File: config.mk
export PLATFORM = sky130hd
export DESIGN_NAME = mm_arb_monitor
export DESIGN_NICKNAME = d
export VERILOG_FILES = /design/src/rtl/arbmon_pkg.sv /design/src/rtl/arbmon_rst_sync.sv /design/src/rtl/arbmon_line_sampler.sv /design/src/rtl/arbmon_cmp.sv /design/src/rtl/arbmon_low_timer.sv /design/src/rtl/mm_arb_monitor.sv
export SDC_FILE = /design/constraint.sdc
export NUM_CORES = 1
export LEC_CHECK = 0
export BUFFER_PORTS_ARGS = -buffer_cell sky130_fd_sc_hd__buf_2
export CORE_MARGIN = 8
export CORE_UTILIZATION = 60
export CTS_BUF_LIST = sky130_fd_sc_hd__clkbuf_4
export DETAILED_ROUTE_END_ITERATION = 8
export PLACE_DENSITY = 0.85
export SYNTH_ARGS = -nofsm -noshare
export SYNTH_HDL_FRONTEND = slang
export SYNTH_HIERARCHICAL = 1
export SYNTH_SLANG_ARGS = --single-unit
File: constraint.sdc
create_clock -name clk -period 2.5 [get_ports clk]
set_clock_uncertainty 0.05 [all_clocks]
set_input_delay 0.375 -clock clk [delete_from_list [all_inputs] [get_ports clk]]
set_output_delay 0.375 -clock clk [all_outputs]
set_load 0.005 [all_outputs]
File: src/rtl/arbmon_pkg.sv
`timescale 1ns/1ps
package arbmon_pkg;
  typedef enum logic [1:0] {
    PH_IDLE = 2'b00,
    PH_ADDR = 2'b01,
    PH_TX   = 2'b10,
    PH_RX   = 2'b11
  } phase_e;
endpackage

File: src/rtl/arbmon_rst_sync.sv
`timescale 1ns/1ps
module arbmon_rst_sync #(
  parameter int unsigned STAGES = 2
) (
  input  logic clk,
  input  logic rst_n,
  output logic rst_n_sync
);
  localparam int unsigned LAST = STAGES - 1;
  logic [LAST:0] chain_q;

  generate
    if (STAGES == 1) begin : g_single
      always_ff @(posedge clk or negedge rst_n) begin
        if (!rst_n) chain_q <= '0;
        else        chain_q <= 1'b1;
      end
    end else begin : g_multi
      always_ff @(posedge clk or negedge rst_n) begin
        if (!rst_n) chain_q <= '0;
        else        chain_q <= {chain_q[LAST-1:0], 1'b1};
      end
    end
  endgenerate

  assign rst_n_sync = chain_q[LAST];
endmodule

File: src/rtl/arbmon_line_sampler.sv
`timescale 1ns/1ps
module arbmon_line_sampler (
  input  logic clk,
  input  logic rst_n,
  input  logic sda_in_i,
  input  logic scl_in_i,
  output logic start_o,
  output logic stop_o
);
  logic sda_q, scl_q;
  logic sda_d, scl_d;

  always_comb begin
    sda_d = sda_in_i;
    scl_d = scl_in_i;
  end

  always_ff @(posedge clk or negedge rst_n) begin
    if (!rst_n) begin
      sda_q <= 1'b1;
      scl_q <= 1'b1;
    end else begin
      sda_q <= sda_d;
      scl_q <= scl_d;
    end
  end

  // a data edge while the clock stays high marks a bus condition
  assign start_o = scl_q & scl_in_i &  sda_q & ~sda_in_i;
  assign stop_o  = scl_q & scl_in_i & ~sda_q &  sda_in_i;
endmodule

File: src/rtl/arbmon_cmp.sv
`timescale 1ns/1ps
module arbmon_cmp
  import arbmon_pkg::*;
(
  input  logic   en_i,
  input  phase_e phase_i,
  input  logic   scl_in_i,
  input  logic   sda_drv_i,
  input  logic   sda_in_i,
  output logic   mism_o
);
  logic cmp_window;

  always_comb begin
    // receive data may be pulled low by the slave: no compare there
    cmp_window = en_i & scl_in_i & (phase_i != PH_RX);
    mism_o     = cmp_window & (sda_drv_i ^ sda_in_i);
  end
endmodule

File: src/rtl/arbmon_low_timer.sv
`timescale 1ns/1ps
module arbmon_low_timer #(
  parameter int unsigned LOW_LIMIT = 1000
) (
  input  logic clk,
  input  logic rst_n,
  input  logic clr_i,
  input  logic inc_i,
  output logic expire_o
);
  localparam int unsigned CNT_W = (LOW_LIMIT < 2) ? 1 : $clog2(LOW_LIMIT);
  localparam logic [CNT_W-1:0] LAST_VAL = CNT_W'(LOW_LIMIT - 1);

  logic [CNT_W-1:0] cnt_q, cnt_d;
  logic             cnt_en;

  always_comb begin
    expire_o = inc_i & ~clr_i & (cnt_q == LAST_VAL);
    cnt_en   = clr_i | inc_i;
    cnt_d    = cnt_q;
    if (clr_i || expire_o) cnt_d = '0;
    else if (inc_i)        cnt_d = cnt_q + 1'b1;
  end

  always_ff @(posedge clk or negedge rst_n) begin
    if (!rst_n)      cnt_q <= '0;
    else if (cnt_en) cnt_q <= cnt_d;
  end
endmodule

File: src/rtl/mm_arb_monitor.sv
`timescale 1ns/1ps
module mm_arb_monitor
  import arbmon_pkg::*;
#(
  parameter int unsigned LOW_LIMIT  = 1000,
  parameter int unsigned RST_STAGES = 2
) (
  input  logic       clk,
  input  logic       rst_n,
  input  logic       tick_i,
  input  logic [1:0] phase_i,
  input  logic       sda_drv_i,
  input  logic       sda_in_i,
  input  logic       scl_drv_i,
  input  logic       scl_in_i,
  input  logic       sts_clr_i,
  output logic       sda_out_o,
  output logic       scl_out_o,
  output logic       arb_lost_o,
  output logic       to_slave_o,
  output logic       timeout_abort_o,
  output logic       lowto_sts_o,
  output logic       stretch_o
);
  logic   rst_n_s;
  phase_e phase;
  logic   active;
  logic   start_det, stop_det;
  logic   mism, expire, tmr_inc, tmr_clr;

  logic rel_q, arb_q, slv_q, to_q, sts_q, str_q;
  logic rel_d, arb_d, slv_d, to_d, sts_d, str_d;

  arbmon_rst_sync #(.STAGES(RST_STAGES)) u_rst (
    .clk        (clk),
    .rst_n      (rst_n),
    .rst_n_sync (rst_n_s)
  );

  assign phase  = phase_e'(phase_i);
  assign active = (phase != PH_IDLE);

  arbmon_line_sampler u_smp (
    .clk      (clk),
    .rst_n    (rst_n_s),
    .sda_in_i (sda_in_i),
    .scl_in_i (scl_in_i),
    .start_o  (start_det),
    .stop_o   (stop_det)
  );

  arbmon_cmp u_cmp (
    .en_i      (active & ~rel_q),
    .phase_i   (phase),
    .scl_in_i  (scl_in_i),
    .sda_drv_i (sda_drv_i),
    .sda_in_i  (sda_in_i),
    .mism_o    (mism)
  );

  always_comb begin
    tmr_inc = active & ~rel_q & tick_i & ~scl_in_i & ~start_det & ~stop_det;
    tmr_clr = ~active | start_det | stop_det | mism;
  end

  arbmon_low_timer #(.LOW_LIMIT(LOW_LIMIT)) u_tmr (
    .clk      (clk),
    .rst_n    (rst_n_s),
    .clr_i    (tmr_clr),
    .inc_i    (tmr_inc),
    .expire_o (expire)
  );

  // next-state logic
  always_comb begin
    rel_d = active & (rel_q | mism | expire);
    arb_d = mism;
    slv_d = mism & (phase == PH_ADDR);
    to_d  = expire;
    sts_d = expire | (sts_q & ~sts_clr_i);
    str_d = active & ~rel_q & scl_drv_i & ~scl_in_i;
  end

  always_ff @(posedge clk or negedge rst_n_s) begin
    if (!rst_n_s) begin
      rel_q <= 1'b0;
      arb_q <= 1'b0;
      slv_q <= 1'b0;
      to_q  <= 1'b0;
      sts_q <= 1'b0;
      str_q <= 1'b0;
    end else begin
      rel_q <= rel_d;
      arb_q <= arb_d;
      slv_q <= slv_d;
      to_q  <= to_d;
      sts_q <= sts_d;
      str_q <= str_d;
    end
  end

  assign sda_out_o       = rel_q | sda_drv_i;
  assign scl_out_o       = rel_q | scl_drv_i;
  assign arb_lost_o      = arb_q;
  assign to_slave_o      = slv_q;
  assign timeout_abort_o = to_q;
  assign lowto_sts_o     = sts_q;
  assign stretch_o       = str_q;
endmodule

== After elaboration in Yosys (flattened, before gate mapping) ==
Cells that the tools add are included.

* Logic and storage cells: 59
* Bits of input ports: 10
* Bits in registers: 20
* Output and inout bits: 7

* Multiplexer cells: 2
* Add/sub/neg operators: 1
* Reductions and logical operators: 4
* Equality and inequality tests: 3
* Bitwise operators: 39

{| class="wikitable"
|+ Operators with widths
! kind !! count
|-
| 1-bit bitwise AND || 20
|-
| 10-bit two-way mux || 2
|-
| 10-bit by 1-bit adder with 10-bit output, second input constant || 1
|-
| 10-bit == test, second input constant || 1
|-
| 1-bit NOT || 9
|-
| 1-bit OR || 9
|-
| 2-bit nonzero test || 2
|-
| 2-bit by 1-bit == test with 1-bit output, second input constant || 1
|-
| 2-bit != test, second input constant || 1
|-
| 2-bit AND reduction || 1
|-
| 1-bit logical OR || 1
|-
| 1-bit XOR || 1
|}

== Longest topological paths before layout ==
* Depth in word-level cells: 12
* Mapped depth: 9
* Mapped depth without buffers: 9

== Cells and area by module ==
The synthesis kept the hierarchy.

{| class="wikitable"
|+ By module, submodules not included
! module !! area each (um^2) !! seq. area each (um^2) !! times used !! cells an instance
|-
| arbmon_low_timer || 546.8 || 250.2 || 1 || 57
|-
| mm_arb_monitor || 236.5 || 150.1 || 1 || 19
|-
| arbmon_line_sampler || 72.6 || 52.6 || 1 || 4
|-
| arbmon_rst_sync || 53.8 || 50.0 || 1 || 3
|-
| arbmon_cmp || 25.0 || 0.0 || 1 || 3
|}

== Worst setup path after synthesis ==
Ideal clock, no wire load.

* Kind: reg2reg
* Start point: register u_smp.sda_q
* End point: register u_tmr.cnt_q[0]
* Setup time: 0.131 ns
* Setup slack: 0.194 ns
* Data required time: 2.319 ns
* Buffers on the path: 0
* Period minus slack after synthesis: 2.306 ns
* Arrival time: 2.126 ns
* Stages on the path, launching flop included: 8
* Path through: dfstp_2 and4b_1 or3b_1 nor4_2 and3_2 nand4_1 nand2b_1 o21ai_0

* Elaborated cells on any way between the ends: 20
* Those cells by class: mux (1); bitwise (16); reduce/logical (3)

{| class="wikitable"
|+ RTL lines
! element !! RTL line !! RTL
|-
| from (decl) || arbmon_line_sampler.sv:10 || <nowiki>logic sda_q, scl_q;</nowiki>
|-
| from (signal assigned) || arbmon_line_sampler.sv:20 || <nowiki>sda_q <= 1'b1;</nowiki>
|-
| from (signal assigned) || arbmon_line_sampler.sv:23 || <nowiki>sda_q <= sda_d;</nowiki>
|-
| 1-bit NOT * || arbmon_line_sampler.sv:30 || <nowiki>assign stop_o = scl_q & scl_in_i & ~sda_q & sda_in_i;</nowiki>
|-
| 1-bit bitwise AND * (2 in series) || arbmon_line_sampler.sv:30 ||
|-
| via stop_det || mm_arb_monitor.sv:28 || <nowiki>logic start_det, stop_det;</nowiki>
|-
| 1-bit NOT * || mm_arb_monitor.sv:62 || <nowiki>tmr_inc = active & ~rel_q & tick_i & ~scl_in_i & ~start_det & ~stop_det;</nowiki>
|-
| 1-bit bitwise AND * || mm_arb_monitor.sv:62 ||
|-
| via tmr_inc || mm_arb_monitor.sv:29 || <nowiki>logic mism, expire, tmr_inc, tmr_clr;</nowiki>
|-
| 1-bit bitwise AND (2 in series) || arbmon_low_timer.sv:18 || <nowiki>expire_o = inc_i & ~clr_i & (cnt_q == LAST_VAL);</nowiki>
|-
| 1-bit logical OR || arbmon_low_timer.sv:21 || <nowiki>if (clr_i || expire_o) cnt_d = '0;</nowiki>
|-
| 2-bit nonzero test (no line) || -- ||
|-
| 2-bit AND reduction (no line) || -- ||
|-
| to (signal assigned) || arbmon_low_timer.sv:27 || <nowiki>else if (cnt_en) cnt_q <= cnt_d;</nowiki>
|-
| to (decl) || arbmon_low_timer.sv:14 || <nowiki>logic [CNT_W-1:0] cnt_q, cnt_d;</nowiki>
|}

The timed path passes the listed nets; every way through them passes the cells marked *.
A chain may end at the register's enable or synchronous reset.

== Worst setup path in the final report ==
Ends and elaborated chain as after synthesis.

==> run_summary.xml <==
<?xml version="1.0" encoding="UTF-8"?>
<metrics>
  <group name="status">
    <metric name="status" unit="">finished, final reports clean</metric>
  </group>
  <group name="clock_tree">
    <metric name="clk_transition_reported_paths" unit="ns">0.10</metric>
    <metric name="cts-root-to-sink-buffers" unit="">2</metric>
    <metric name="cts_root_buffer" unit="">sky130_fd_sc_hd__clkbuf_4</metric>
    <metric name="cts_post_setup_buffers_inserted" unit="">0</metric>
    <metric name="post_cts_resize_count" unit="">0</metric>
    <metric name="clock_sink_count" unit="">20</metric>
    <metric name="tritoncts" unit="">yes</metric>
    <metric name="cts_htree_levels" unit="">1</metric>
    <metric name="cts_inserted_buffers" unit="">3</metric>
    <metric name="hold_buffers" unit="">1</metric>
    <metric name="clkLatencyLatePin" unit="ns">0.29</metric>
  </group>
  <group name="critical_path">
    <metric name="worst_path_dominant_cell_family" unit="">simple AND/OR/NAND/NOR gates</metric>
    <metric name="criticalPathCategory" unit="">reg -&gt; reg</metric>
    <metric name="cpPeakStageDelay" unit="ns">0.53</metric>
    <metric name="cp_num_buf_inv" unit="">1</metric>
    <metric name="crit_path_slowest_cell" unit="">sky130_fd_sc_hd__dfstp_2</metric>
    <metric name="path_depth" unit="">8</metric>
    <metric name="worst-endpoint-required" unit="ns">2.62</metric>
    <metric name="crit_chain" unit="">and4b_1 &gt; or3b_1 &gt; nor4_2 &gt; buf_4 &gt; and3_2 &gt; nand4_1 &gt; nand2b_1 &gt; o21ai_0</metric>
    <metric name="worst_setup_path_end_kind" unit="">flip-flop</metric>
    <metric name="arrival" unit="ns">2.38</metric>
    <metric name="timing.critical_path.fanout_max" unit="">7</metric>
    <metric name="r2r.worst_path.cells" unit="">8</metric>
    <metric name="timing.critical_path.from_type" unit="">flip-flop</metric>
  </group>
  <group name="synthesis">
    <metric name="ys_seq_area_frac" unit="">0.5382</metric>
    <metric name="synth_area_per_cell" unit="sq um">10.87</metric>
    <metric name="synth-warning-count" unit="">6</metric>
    <metric name="synth_largest_area_cell" unit="">sky130_fd_sc_hd__dfrtp_1</metric>
    <metric name="synth-edff-count" unit="">0</metric>
    <metric name="top_area_cell_type_share_of_the_netlist_area" unit="">0.4819</metric>
    <metric name="synth_fp_nets" unit="">97</metric>
    <metric name="ys_ff_latch" unit="">20</metric>
    <metric name="synth-async-reset-ratio" unit="">1.000</metric>
    <metric name="syn_inst" unit="">86</metric>
    <metric name="syn_area" unit="sq um">934.6</metric>
    <metric name="ys_top_cells_by_area" unit="">sky130_fd_sc_hd__dfrtp_1 (48%), sky130_fd_sc_hd__dfstp_2 (5.6%), sky130_fd_sc_hd__nor2_1 (5.6%)</metric>
    <metric name="dominantRegCellSynth" unit="">sky130_fd_sc_hd__dfrtp_1</metric>
    <metric name="synth.distinct_cells" unit="">31</metric>
  </group>
  <group name="global_routing">
    <metric name="track_usage" unit="">0.1205</metric>
    <metric name="first_pass_grt_wire_length" unit="mm">3.077</metric>
    <metric name="first_global_vias" unit="">705</metric>
    <metric name="grt.overflow.total" unit="">0</metric>
    <metric name="maximum_number_of_pins_on_one_net_before_global_route_repair" unit="">19</metric>
    <metric name="number_of_antenna_violations_at_the_first_check_in_global_routing" unit="">0</metric>
  </group>
  <group name="routing">
    <metric name="remaining_drc_errors" unit="">0</metric>
    <metric name="postRouteAntennaNets" unit="">0</metric>
    <metric name="dr.first_iter.drc_count" unit="">14</metric>
    <metric name="route.vias.total" unit="">677</metric>
    <metric name="met3_wirelength" unit="um">68</metric>
    <metric name="drt-vias-per-instance" unit="">5.416</metric>
    <metric name="post_drt_wl_per_cell" unit="um">13.95</metric>
    <metric name="wl" unit="mm">1.744</metric>
    <metric name="met2_wire_len" unit="um">886</metric>
    <metric name="dr.max_layer_used" unit="">met4</metric>
    <metric name="met1Wirelength" unit="um">777</metric>
    <metric name="drt_pass1_iterations" unit="">4</metric>
  </group>
  <group name="cells_and_area">
    <metric name="largest_register" unit="">u_tmr/cnt_q</metric>
    <metric name="number_of_diodes" unit="">0</metric>
    <metric name="fillCellCount" unit="">121</metric>
    <metric name="areaGrowthSynthToFinish" unit="%">16.60</metric>
    <metric name="share_of_the_core_filled_with_cells_in_the_final_layout" unit="">0.7319</metric>
    <metric name="largestRegisters" unit="">u_tmr/cnt_q: 10 flops, u_rst/chain_q: 2 flops</metric>
    <metric name="layout-drive-gt1-share" unit="">0.2844</metric>
    <metric name="largest_register_ffs" unit="">10</metric>
    <metric name="design.final.nets" unit="">121</metric>
  </group>
  <group name="die">
    <metric name="fp.dieW" unit="um">55.47</metric>
    <metric name="fp.dieH" unit="um">55.47</metric>
    <metric name="ios" unit="">17</metric>
    <metric name="design.core.area" unit="sq mm">0.001489</metric>
    <metric name="initial_utilization" unit="">0.6277</metric>
    <metric name="placementRows" unit="">14</metric>
    <metric name="design.die.area" unit="sq mm">0.003077</metric>
  </group>
  <group name="place">
    <metric name="portBuffers" unit="">16</metric>
    <metric name="detailedPlace.worstSlack" unit="ns">0.1020</metric>
    <metric name="place_congestion" unit="">0.8374</metric>
  </group>
  <group name="power_and_ir_drop">
    <metric name="ir_drop" unit="mV">0.4565</metric>
    <metric name="power_density" unit="mW/mm^2">525.5</metric>
    <metric name="static-leakage-power" unit="uW">0.0005266</metric>
  </group>
  <group name="sta">
    <metric name="finalHoldViolCount" unit="">0</metric>
    <metric name="fin_crit_sh" unit="">0.9065</metric>
    <metric name="max_slew_headroom" unit="">0.5412</metric>
    <metric name="whs" unit="ns">0.1565</metric>
    <metric name="final-setup-viol-count" unit="">0</metric>
    <metric name="rsz0062_at_grt" unit="">false</metric>
    <metric name="finalSetupTns" unit="ns">0</metric>
    <metric name="max_slew.worst_pin.slew" unit="ns">0.6882</metric>
    <metric name="drv_slew" unit="">0</metric>
    <metric name="fmaxAchievable" unit="GHz">0.4413</metric>
    <metric name="final_period_minus_worst_setup_slack" unit="ns">2.266</metric>
    <metric name="timing.final.ws_setup" unit="ns">0.2338</metric>
  </group>
  <group name="run">
    <metric name="maximum_capacitance_violations" unit="">0</metric>
  </group>
  <group name="hold_path">
    <metric name="path_category_of_the_worst_min_delay_check" unit="">in -&gt; reg</metric>
    <metric name="min_path_cells" unit="">1</metric>
  </group>
</metrics>
path summary, 6_finish.rpt:
kind,slack [ns],from,end
min in group asynchronous,0.24,u_rst/chain_q[1],u_tmr/cnt_q[4]
setup reg to reg,0.23,u_smp/sda_q,u_tmr/cnt_q[0]
hold / removal,0.16,sda_in_i,u_smp/sda_q
setup / recovery,0.23,u_smp/sda_q,u_tmr/cnt_q[0]
hold reg to reg,0.24,u_rst/chain_q[1],u_tmr/cnt_q[4]
max in group asynchronous,1.73,u_rst/chain_q[1],stretch_o
per-stage QoR:
stage / cells / area [sq um] / total power (uW)
6_report: 125 / 1090 / 572.7
4_1_cts: 125 / 1090 / 581.7
5_1_grt: 125 / 1090 / 602.8
3_3_place_gp: 120 / 1050 / 414.6
2_1_floorplan: 86 / 934.6 / 386.8
3_5_place_dp: 120 / 1050 / 418.1
layout make-up:
type                    instances  area [sq um]  share of cell area
flip-flops and latches         20         503.0              0.4615
inverters                       4         15.01             0.01378
multi-input cells              62         416.7              0.3823
repair buffers                 19         105.1             0.09644
clock buffers                   4         30.03             0.02755
well taps                      16         20.02             0.01837
cells by family (layout without fill, tap and decap cells):
kind of cell / after synthesis / count (layout) / synth area share
and+or+nand+nor: 44 / 44 / 0.2744
DFF: 20 / 20 / 0.5382
buffers and inverters: 4 / 27 / 0.01606
other: 1 / 1 / 0.004012
xor gates and xnor gates: 8 / 8 / 0.07497
adders and majority gates: 1 / 1 / 0.01338
AOI/OAI and AO/OA: 8 / 8 / 0.07899
per-layer routing:
layer / vias to the layer above / GRT usage
met4: 0 / 0.05282
met2: 12 / 0.1939
met5: - / 0
met1: 318 / 0.1493
met3: 2 / 0.02740
li1: 345 / -
cell usage after synthesis (2+ instances only):
master,number
sky130_fd_sc_hd__a21oi_1,2
sky130_fd_sc_hd__and4b_1,2
sky130_fd_sc_hd__dfrtp_1,18
sky130_fd_sc_hd__dfstp_2,2
sky130_fd_sc_hd__inv_1,4
sky130_fd_sc_hd__nand2_1,8
sky130_fd_sc_hd__nand3_1,2
sky130_fd_sc_hd__nand4_1,2
sky130_fd_sc_hd__nor2_1,14
sky130_fd_sc_hd__nor3_1,3
sky130_fd_sc_hd__o21ai_0,2
sky130_fd_sc_hd__or2_2,2
sky130_fd_sc_hd__xnor2_1,5
sky130_fd_sc_hd__xor2_1,3
power by group:
part           total (uW)  internal (uW)  switching (uW)
Clock                 160           72.8            87.3
Sequential            351            336            15.2
Combinational        61.6           29.5            32.1
placed cells by master (no fill, tap or decap), types with 3 or more instances in the layout:
cell type                  netlist  final
sky130_fd_sc_hd__xor2_1          3      3
sky130_fd_sc_hd__dfrtp_1        18     18
sky130_fd_sc_hd__clkbuf_4        0      4
sky130_fd_sc_hd__buf_2           0     16
sky130_fd_sc_hd__xnor2_1         5      5
sky130_fd_sc_hd__inv_1           4      4
sky130_fd_sc_hd__nand2_1         8      8
sky130_fd_sc_hd__nor2_1         14     14
sky130_fd_sc_hd__nor3_1          3      3
worst register-to-register path, cell delays in order, from the launching register on:
cell                       delay [ns]
sky130_fd_sc_hd__dfstp_2         0.53
sky130_fd_sc_hd__and4b_1         0.20
sky130_fd_sc_hd__or3b_1          0.37
sky130_fd_sc_hd__nor4_2          0.13
sky130_fd_sc_hd__buf_4           0.19
sky130_fd_sc_hd__and3_2          0.21
sky130_fd_sc_hd__nand4_1         0.11
sky130_fd_sc_hd__nand2b_1        0.22
sky130_fd_sc_hd__o21ai_0         0.14
Power figures use the tool's default switching activity.
